$ cat config.mk
export PLATFORM = sky130hd
export DESIGN_NAME = irq_cmd_decoder
export DESIGN_NICKNAME = d
export VERILOG_FILES = /design/src/rtl/icd_pkg.sv /design/src/rtl/icd_cmd_decode.sv /design/src/rtl/icd_hi_find.sv /design/src/rtl/icd_init_seq.sv /design/src/rtl/irq_cmd_decoder.sv
export SDC_FILE = /design/constraint.sdc
export NUM_CORES = 1
export LEC_CHECK = 0
export BUFFER_PORTS_ARGS = -buffer_cell sky130_fd_sc_hd__buf_4
export CAP_MARGIN = 0
export CORE_ASPECT_RATIO = 1.5
export CORE_MARGIN = 2
export CORE_UTILIZATION = 55
export CTS_CLUSTER_DIAMETER = 150
export DETAILED_ROUTE_END_ITERATION = 12
export GPL_ROUTABILITY_DRIVEN = 0
export PLACE_DENSITY = 0.89
export SETUP_SLACK_MARGIN = 0.2
export SLEW_MARGIN = 15
export SYNTH_ARGS = -nofsm -noshare
export SYNTH_HDL_FRONTEND = slang
export SYNTH_HIERARCHICAL = 1
export SYNTH_SLANG_ARGS = --single-unit
$ cat constraint.sdc
create_clock -name clk -period 5.2 [get_ports clk]
set_clock_uncertainty 0.05 [all_clocks]
set_input_delay 0.52 -clock clk [delete_from_list [all_inputs] [get_ports clk]]
set_output_delay 0.52 -clock clk [all_outputs]
set_load 0.005 [all_outputs]
$ cat src/rtl/icd_pkg.sv
package icd_pkg;
    localparam int unsigned ICD_DW  = 8;
    localparam int unsigned ICD_NIN = 8;

    typedef enum logic [1:0] {
        SEQ_RUN,
        SEQ_W2,
        SEQ_W3,
        SEQ_W4
    } seq_state_e;

    typedef enum logic [3:0] {
        CMD_ICW_START,
        CMD_ICW_BAD,
        CMD_SEL_WORD,
        CMD_EOI_ANY,
        CMD_EOI_ANY_ROT,
        CMD_EOI_ONE,
        CMD_EOI_ONE_ROT,
        CMD_SET_LOW,
        CMD_ROT_AEOI,
        CMD_NOP,
        CMD_UNSUP
    } cmd_e;
endpackage

$ cat src/rtl/icd_cmd_decode.sv
module icd_cmd_decode
    import icd_pkg::*;
#(
    parameter int unsigned DW = ICD_DW
) (
    input  logic [DW-1:0] wd,
    output cmd_e          kind
);
    always_comb begin
        kind = CMD_UNSUP;
        if (wd[4]) begin
            kind = (wd[1] || wd[3]) ? CMD_ICW_BAD : CMD_ICW_START;
        end else if (wd[3]) begin
            kind = CMD_SEL_WORD;
        end else begin
            unique case (wd[7:5])
                3'b001: kind = (wd[2:0] == 3'd0) ? CMD_EOI_ANY : CMD_UNSUP;
                3'b101: kind = (wd[2:0] == 3'd0) ? CMD_EOI_ANY_ROT : CMD_UNSUP;
                3'b011: kind = CMD_EOI_ONE;
                3'b111: kind = CMD_EOI_ONE_ROT;
                3'b110: kind = CMD_SET_LOW;
                3'b000,
                3'b100: kind = (wd[2:0] == 3'd0) ? CMD_ROT_AEOI : CMD_UNSUP;
                3'b010: kind = (wd[2:0] == 3'd0) ? CMD_NOP : CMD_UNSUP;
                default: kind = CMD_UNSUP;
            endcase
        end
    end
endmodule

$ cat src/rtl/icd_hi_find.sv
module icd_hi_find #(
    parameter int unsigned N  = 8,
    localparam int unsigned IW = $clog2(N)
) (
    input  logic [N-1:0]  vec,
    input  logic [IW-1:0] low,
    output logic          found,
    output logic [IW-1:0] idx
);
    always_comb begin
        found = 1'b0;
        idx   = '0;
        // scan from lowest priority up to highest so the last hit wins
        for (int k = N; k >= 1; k--) begin
            if (vec[(int'(low) + k) % N]) begin
                found = 1'b1;
                idx   = IW'((int'(low) + k) % N);
            end
        end
    end
endmodule

$ cat src/rtl/icd_init_seq.sv
module icd_init_seq
    import icd_pkg::*;
(
    input  logic clk,
    input  logic rst_n,
    input  logic start,
    input  logic need4,
    input  logic odd_wr,
    input  logic w4_ok,
    output logic in_init,
    output logic take_w2,
    output logic take_w4,
    output logic bad_w4
);
    seq_state_e state_q, state_n;
    logic       need4_q;

    always_comb begin
        state_n = state_q;
        if (start) begin
            state_n = SEQ_W2;
        end else if (odd_wr) begin
            unique case (state_q)
                SEQ_RUN: state_n = SEQ_RUN;
                SEQ_W2:  state_n = SEQ_W3;
                SEQ_W3:  state_n = need4_q ? SEQ_W4 : SEQ_RUN;
                SEQ_W4:  state_n = w4_ok ? SEQ_RUN : SEQ_W4;
                default: state_n = SEQ_RUN;
            endcase
        end
    end

    always_ff @(posedge clk or negedge rst_n) begin
        if (!rst_n) begin
            state_q <= SEQ_RUN;
            need4_q <= 1'b0;
        end else begin
            state_q <= state_n;
            if (start) need4_q <= need4;
        end
    end

    always_comb begin
        in_init = 1'b1;
        take_w2 = 1'b0;
        take_w4 = 1'b0;
        bad_w4  = 1'b0;
        unique case (state_q)
            SEQ_RUN: in_init = 1'b0;
            SEQ_W2:  take_w2 = odd_wr;
            SEQ_W3:  ;
            SEQ_W4: begin
                take_w4 = odd_wr && w4_ok;
                bad_w4  = odd_wr && !w4_ok;
            end
            default: in_init = 1'b0;
        endcase
    end

    AST_W2_ADVANCES: assert property (@(posedge clk) disable iff (!rst_n)
        (state_q == SEQ_W2 && odd_wr && !start) |=> (state_q == SEQ_W3));
    AST_W4_ANNOUNCED: assert property (@(posedge clk) disable iff (!rst_n)
        (state_q == SEQ_W3 && odd_wr && !start && !need4_q) |=> (state_q == SEQ_RUN));
    AST_W4_HOLDS_ON_BAD: assert property (@(posedge clk) disable iff (!rst_n)
        (state_q == SEQ_W4 && odd_wr && !w4_ok && !start) |=> (state_q == SEQ_W4));
endmodule

$ cat src/rtl/irq_cmd_decoder.sv
module irq_cmd_decoder
    import icd_pkg::*;
#(
    parameter int unsigned DW  = ICD_DW,
    parameter int unsigned NIN = ICD_NIN,
    localparam int unsigned IW = $clog2(NIN),
    localparam int unsigned BW = DW - IW
) (
    input  logic           clk,
    input  logic           rst_n,
    input  logic           bus_wr,
    input  logic           bus_rd,
    input  logic           bus_a0,
    input  logic [DW-1:0]  bus_wdata,
    output logic [DW-1:0]  bus_rdata,
    input  logic [NIN-1:0] req_in,
    input  logic           ack_stb,
    input  logic [IW-1:0]  ack_num,
    input  logic [IW-1:0]  pick_num,
    output logic [NIN-1:0] irq_mask,
    output logic [NIN-1:0] irq_isr,
    output logic [NIN-1:0] irq_irr,
    output logic [IW-1:0]  prio_low,
    output logic           spec_mask,
    output logic           auto_eoi,
    output logic           rot_aeoi,
    output logic [BW-1:0]  vec_base,
    output logic           in_init,
    output logic           poll_pend,
    output logic           reeval,
    output logic           drop_req,
    output logic           cmd_err
);
    logic [NIN-1:0] mask_q, mask_n, isr_q, isr_n, irr_q, irr_n;
    logic [IW-1:0]  low_q, low_n;
    logic [BW-1:0]  vb_q, vb_n;
    logic smm_q, smm_n, aeoi_q, aeoi_n, raeoi_q, raeoi_n;
    logic sel_isr_q, sel_isr_n, poll_q, poll_n, err_q, err_n;
    logic reeval_q, reeval_n, drop_q, drop_n;

    logic even_wr, odd_wr, poll_rd;
    cmd_e wcmd;
    logic hf_found;
    logic [IW-1:0] hf_idx;
    logic take_w2, take_w4, bad_w4;

    assign even_wr = bus_wr && !bus_a0;
    assign odd_wr  = bus_wr && bus_a0;
    assign poll_rd = bus_rd && poll_q;

    icd_cmd_decode #(.DW(DW)) u_dec (
        .wd   (bus_wdata),
        .kind (wcmd)
    );

    icd_hi_find #(.N(NIN)) u_find (
        .vec   (isr_q),
        .low   (low_q),
        .found (hf_found),
        .idx   (hf_idx)
    );

    icd_init_seq u_seq (
        .clk     (clk),
        .rst_n   (rst_n),
        .start   (even_wr && wcmd == CMD_ICW_START),
        .need4   (bus_wdata[0]),
        .odd_wr  (odd_wr),
        .w4_ok   (bus_wdata[0]),
        .in_init (in_init),
        .take_w2 (take_w2),
        .take_w4 (take_w4),
        .bad_w4  (bad_w4)
    );

    always_comb begin
        mask_n    = mask_q;
        isr_n     = isr_q;
        low_n     = low_q;
        vb_n      = vb_q;
        smm_n     = smm_q;
        aeoi_n    = aeoi_q;
        raeoi_n   = raeoi_q;
        sel_isr_n = sel_isr_q;
        poll_n    = poll_q;
        err_n     = err_q;
        reeval_n  = 1'b0;
        drop_n    = 1'b0;
        irr_n     = irr_q | req_in;

        if (ack_stb) begin
            irr_n[ack_num] = 1'b0;
            if (!aeoi_q)      isr_n[ack_num] = 1'b1;
            else if (raeoi_q) low_n = ack_num;
            reeval_n = 1'b1;
        end

        if (poll_rd) begin
            if (hf_found) isr_n[hf_idx] = 1'b0;
            poll_n   = 1'b0;
            reeval_n = 1'b1;
        end

        if (even_wr) begin
            unique case (wcmd)
                CMD_ICW_START: begin
                    mask_n   = '0;
                    isr_n    = '0;
                    irr_n    = '0;
                    low_n    = '1;
                    aeoi_n   = 1'b0;
                    raeoi_n  = 1'b0;
                    drop_n   = 1'b1;
                    reeval_n = 1'b1;
                end
                CMD_SEL_WORD: begin
                    if (bus_wdata[2]) begin
                        poll_n = 1'b1;
                    end else begin
                        if (bus_wdata[1]) sel_isr_n = bus_wdata[0];
                        if (bus_wdata[6]) begin
                            smm_n    = bus_wdata[5];
                            reeval_n = 1'b1;
                        end
                    end
                end
                CMD_EOI_ANY: begin
                    if (hf_found) isr_n[hf_idx] = 1'b0;
                    reeval_n = 1'b1;
                end
                CMD_EOI_ANY_ROT: begin
                    if (hf_found) isr_n[hf_idx] = 1'b0;
                    low_n    = low_q + 1'b1;
                    reeval_n = 1'b1;
                end
                CMD_EOI_ONE: begin
                    isr_n[bus_wdata[IW-1:0]] = 1'b0;
                    reeval_n = 1'b1;
                end
                CMD_EOI_ONE_ROT: begin
                    isr_n[bus_wdata[IW-1:0]] = 1'b0;
                    low_n    = bus_wdata[IW-1:0];
                    reeval_n = 1'b1;
                end
                CMD_SET_LOW: begin
                    low_n    = bus_wdata[IW-1:0];
                    reeval_n = 1'b1;
                end
                CMD_ROT_AEOI: raeoi_n = bus_wdata[DW-1];
                CMD_NOP:      ;
                CMD_ICW_BAD,
                CMD_UNSUP:    err_n = 1'b1;
                default:      err_n = 1'b1;
            endcase
        end

        if (odd_wr) begin
            if (in_init) begin
                if (take_w2) vb_n   = bus_wdata[DW-1:IW];
                if (take_w4) aeoi_n = bus_wdata[1];
                if (bad_w4)  err_n  = 1'b1;
            end else begin
                mask_n   = bus_wdata;
                reeval_n = 1'b1;
            end
        end
    end

    always_ff @(posedge clk or negedge rst_n) begin
        if (!rst_n) begin
            mask_q    <= '1;
            isr_q     <= '0;
            irr_q     <= '0;
            low_q     <= '1;
            vb_q      <= '0;
            smm_q     <= 1'b0;
            aeoi_q    <= 1'b0;
            raeoi_q   <= 1'b0;
            sel_isr_q <= 1'b0;
            poll_q    <= 1'b0;
            err_q     <= 1'b0;
            reeval_q  <= 1'b0;
            drop_q    <= 1'b0;
        end else begin
            mask_q    <= mask_n;
            isr_q     <= isr_n;
            irr_q     <= irr_n;
            low_q     <= low_n;
            vb_q      <= vb_n;
            smm_q     <= smm_n;
            aeoi_q    <= aeoi_n;
            raeoi_q   <= raeoi_n;
            sel_isr_q <= sel_isr_n;
            poll_q    <= poll_n;
            err_q     <= err_n;
            reeval_q  <= reeval_n;
            drop_q    <= drop_n;
        end
    end

    always_comb begin
        if (poll_q)      bus_rdata = {{BW{1'b0}}, pick_num};
        else if (bus_a0) bus_rdata = mask_q;
        else             bus_rdata = sel_isr_q ? isr_q : irr_q;
    end

    assign irq_mask  = mask_q;
    assign irq_isr   = isr_q;
    assign irq_irr   = irr_q;
    assign prio_low  = low_q;
    assign spec_mask = smm_q;
    assign auto_eoi  = aeoi_q;
    assign rot_aeoi  = raeoi_q;
    assign vec_base  = vb_q;
    assign poll_pend = poll_q;
    assign reeval    = reeval_q;
    assign drop_req  = drop_q;
    assign cmd_err   = err_q;

    AST_START_CLEARS: assert property (@(posedge clk) disable iff (!rst_n)
        (even_wr && wcmd == CMD_ICW_START) |=>
        (irq_mask == '0 && irq_isr == '0 && irq_irr == '0 && prio_low == '1 && drop_req));
    AST_MASK_LOAD: assert property (@(posedge clk) disable iff (!rst_n)
        (odd_wr && !in_init) |=> (irq_mask == $past(bus_wdata) && reeval));
    AST_ONE_EOI_CLEARS: assert property (@(posedge clk) disable iff (!rst_n)
        (even_wr && wcmd == CMD_EOI_ONE) |=> !irq_isr[$past(bus_wdata[IW-1:0])]);
    AST_POLL_ENDS: assert property (@(posedge clk) disable iff (!rst_n)
        (poll_rd && !bus_wr) |=> !poll_pend);
    AST_ERR_STICKY: assert property (@(posedge clk) disable iff (!rst_n)
        cmd_err |=> cmd_err);
endmodule

==> out/summary.log <==
qor: status.run_status completed
qor: synth.ys_async_sr_fraction 1.00
qor: power_and_ir_drop.clkPwrFrac 0.132
qor: sta.rsz0062_at_grt false
qor: routing.drtPass1Iterations 5
qor: worst_setup_path.path_buf_inv 2
qor: synth.synth_edf_count 0
qor: layout.area_delta_synth_final 19.4%
qor: placement.dpl_cell_area 3820 um^2
qor: sta.whs 135 ps
qor: synth.syn_nets 407
qor: floorplanning.floorplan.core_area 5790 um^2
qor: power_and_ir_drop.worst_ir_drop_vdd 0.000340 V
qor: power_and_ir_drop.post-layout-total-power 2.01 mW
qor: routing.remaining_drc_errors 0
qor: cts.tritoncts done
qor: floorplanning.num_rows 34
qor: worst_setup_path.timing_worst_setup_path_type register to register
qor: global_route.grt_first_pass_wirelength 15,000 um
qor: placement.io_buffers 75
qor: cts.worst_skew_pair.late_latency 310 ps
qor: power_and_ir_drop.power_report.internal_total 1.15 mW
qor: worst_setup_path.cp_slowest_cell dfstp_2
qor: floorplanning.fp.dieW 67.2 um
qor: job.cap_viol_max_count 0
qor: global_route.grt_max_degree 44
qor: worst_setup_path.timing.critical_path.cells inv_1 > ha_1 > mux4_2 > mux2_4 > or3_1 > o311ai_1 > a31oi_1 > inv_1 > nand4_1 > a221oi_1 > nor3_1
qor: sta.maxClockFrequency 256 MHz
qor: power_and_ir_drop.power.share.switching 0.430
qor: layout.nets 466
qor: global_route.total_overflow_reported_by_the_global_router 0
qor: layout.layout.core_utilization 0.681
qor: floorplanning.initial_core_util 0.570
qor: worst_setup_path.critical_path.max_stage_delay 800 ps
qor: cts.cts_root_buf clkbuf_8
qor: routing.postRouteWirelength 9290 um
qor: cts.post-cts-setup-buffer-count 0
qor: routing.drt-initial-drc-count 332
qor: sta.slew-limit-headroom 0.275
qor: min_path.worst_hold_path_type input pin to asynchronous set/reset pin
qor: sta.worst_slew_pin_slew 1090 ps
qor: power_and_ir_drop.power_density 510 nW/um^2
qor: worst_setup_path.critical_path.endpoint_type register
qor: synth.ys_warn_count 6
qor: cts.cts.hold.buffers_added 0
qor: sta.final.min_clock_period 3910 ps
qor: floorplanning.overall_die_height 98.8 um
qor: synth.yosys.cell_types.count 62
qor: synth.yosysTopAreaCellShare 0.243
qor: synth.yosys_most_used_dff dfrtp_1
qor: worst_setup_path.reg2reg_depth 11
qor: routing.route.detailed.wl_per_inst 18.3 um
qor: synth.yosysMostFrequentCell nor2_1
qor: cts.inserted_clock_buffers 5
qor: synth.synthesis.instances 376
qor: layout.drive_gt1_frac 0.298
qor: cts.post_cts_resized 0
qor: synth.synth_area_leader_cell dfrtp_1
qor: power_and_ir_drop.leakage 1.69 nW
qor: layout.cell_area_after_layout 3940 um^2
qor: sta.final_setup_fails 0
qor: synth.synthTopCellsByCount 38 x nor2_1, 36 x nand2_1, 32 x dfrtp_1
qor: worst_setup_path.critical_path_arrival 4040 ps
qor: synth.ys_seq_area_frac 0.331
qor: worst_setup_path.critPathTopFamily multiplexers
qor: routing.residual_antenna_violating_net_count_after_detailed_routing 0
qor: global_route.grt_util_all_layers 0.293
qor: sta.totalNegativeSetupSlack 0 ps
qor: worst_setup_path.crit_fanout 19
qor: placement.hpwlAfterDp 6830 um
qor: worst_setup_path.critical_path_cell_count 11
qor: power_and_ir_drop.total_switching_power 0.865 mW
qor: synth.syn_area_per_cell 8.77 um^2
qor: cts.h-tree-depth 2
qor: cts.cts.sink_count 43
qor: worst_setup_path.cp.required 5330 ps
qor: sta.finalHoldViolations 0
qor: worst_setup_path.worst_path_most_repeated_cell inv_1
qor: layout.antenna_diode_count 0
qor: synth.netlist_area 3300 um^2
qor: worst_setup_path.startpoint_type register
qor: global_route.grt_antenna_before_repair 0
qor: cts.clkTransAtPathRegs 90 ps
qor: synth.synth_seq_cells 43
qor: floorplanning.floorplan.io_pins 76
qor: cts.clock_path_buffers 2
qor: routing.route.detailed.vias_per_inst 6.43
qor: routing.vias 3,265
qor: floorplanning.die_area 6640 um^2
qor: sta.final_max_slew_viols 0
qor: sta.finalCritPeriodShare 0.752
qor: power_and_ir_drop.comb_power_share 0.564
qor: synth.yosys-top-cells-area dfrtp_1 24%, dfstp_2 8.8%, mux2i_1 5.8%
qor: global_route.grt_pass1_vias 3,182
qor: power_and_ir_drop.pwr-share-seq 0.304
placed cells by master, fill, tap and decap left out, types with 3 or more instances in the layout:
| cell type | count |
|---|---|
| mux2_2 | 15 |
| nand3_1 | 12 |
| a21oi_1 | 22 |
| a211oi_1 | 5 |
| dfrtp_1 | 32 |
| o21ai_0 | 25 |
| dfstp_2 | 11 |
| ha_1 | 3 |
| a31oi_1 | 9 |
| nand2b_1 | 11 |
| mux4_2 | 8 |
| a221oi_1 | 6 |
| nand2_1 | 36 |
| inv_1 | 14 |
| or3b_1 | 3 |
| nand3b_1 | 6 |
| nor3_1 | 11 |
| xnor2_1 | 4 |
| nor2_1 | 38 |
| clkbuf_8 | 5 |
| buf_4 | 76 |
| o22ai_1 | 12 |
| nor2b_1 | 4 |
| mux2i_1 | 19 |
layer usage:
layer	track usage	routed length [um]
met4	0.141	327
met3	0.0525	633
met1	0.357	3520
met5	0	0
met2	0.490	4810
cell type report:
type | count | area (um^2)
Sequential cell | 43 | 1090
Timing Repair Buffer | 76 | 571
Tap cell | 72 | 90.1
Clock inverter | 3 | 43.8
Fill cell | 479 | 1850
Multi-Input combinational cell | 295 | 2020
Inverter | 14 | 52.6
Clock buffer | 5 | 68.8
per-stage QoR:
step | cells | worst slack [ps]
global route | 508 | 1090
detailed placement | 500 | 1320
CTS | 508 | 1310
finish | 508 | 1290
global placement | 500 | 1440
floorplan | 376 | 1560
power groups by stage:
stage          sequential (mW)  clock, mW  combinational [mW]
6_report                 0.611      0.266                1.13
5_1_grt                  0.624      0.280                1.22
4_1_cts                  0.606      0.267                1.11
3_5_place_dp             0.610          0                1.11
3_3_place_gp             0.606          0                1.06
2_1_floorplan            0.547          0               0.801
logic make-up after synthesis:
family	count (synthesis)	share of synthesized area
muxes	43	0.168
buffers and inverters	38	0.0562
and+or+nand+nor	142	0.219
adders and majority gates	3	0.0114
AOI/OAI and AO/OA	101	0.198
DFF	43	0.331
xor gates and xnor gates	6	0.0159
path summary, 6_finish.rpt:
path                                        from                    end  slack (ps)
setup / recovery           prio_low[0]$_DFF_PN1_   irq_isr[6]$_DFF_PN0_        1290
hold / removal                             rst_n     drop_req$_DFF_PN0_         130
setup reg to reg           prio_low[0]$_DFF_PN1_   irq_isr[6]$_DFF_PN0_        1290
hold reg to reg                cmd_err$_DFF_PN0_      cmd_err$_DFF_PN0_         430
max in group asynchronous                  rst_n  prio_low[2]$_DFF_PN1_        4570
min in group clk                          bus_rd    poll_pend$_DFF_PN0_         360
registers in the layout, indices dropped and copies added, names as in the netlist, 2 cells and up:
| name | count |
|---|---|
| irq_irr | 8 |
| irq_isr | 8 |
| irq_mask | 8 |
| prio_low | 3 |
| u_seq/state_q | 2 |
| vec_base | 5 |
Note: power is estimated with default switching activity, not from simulation.
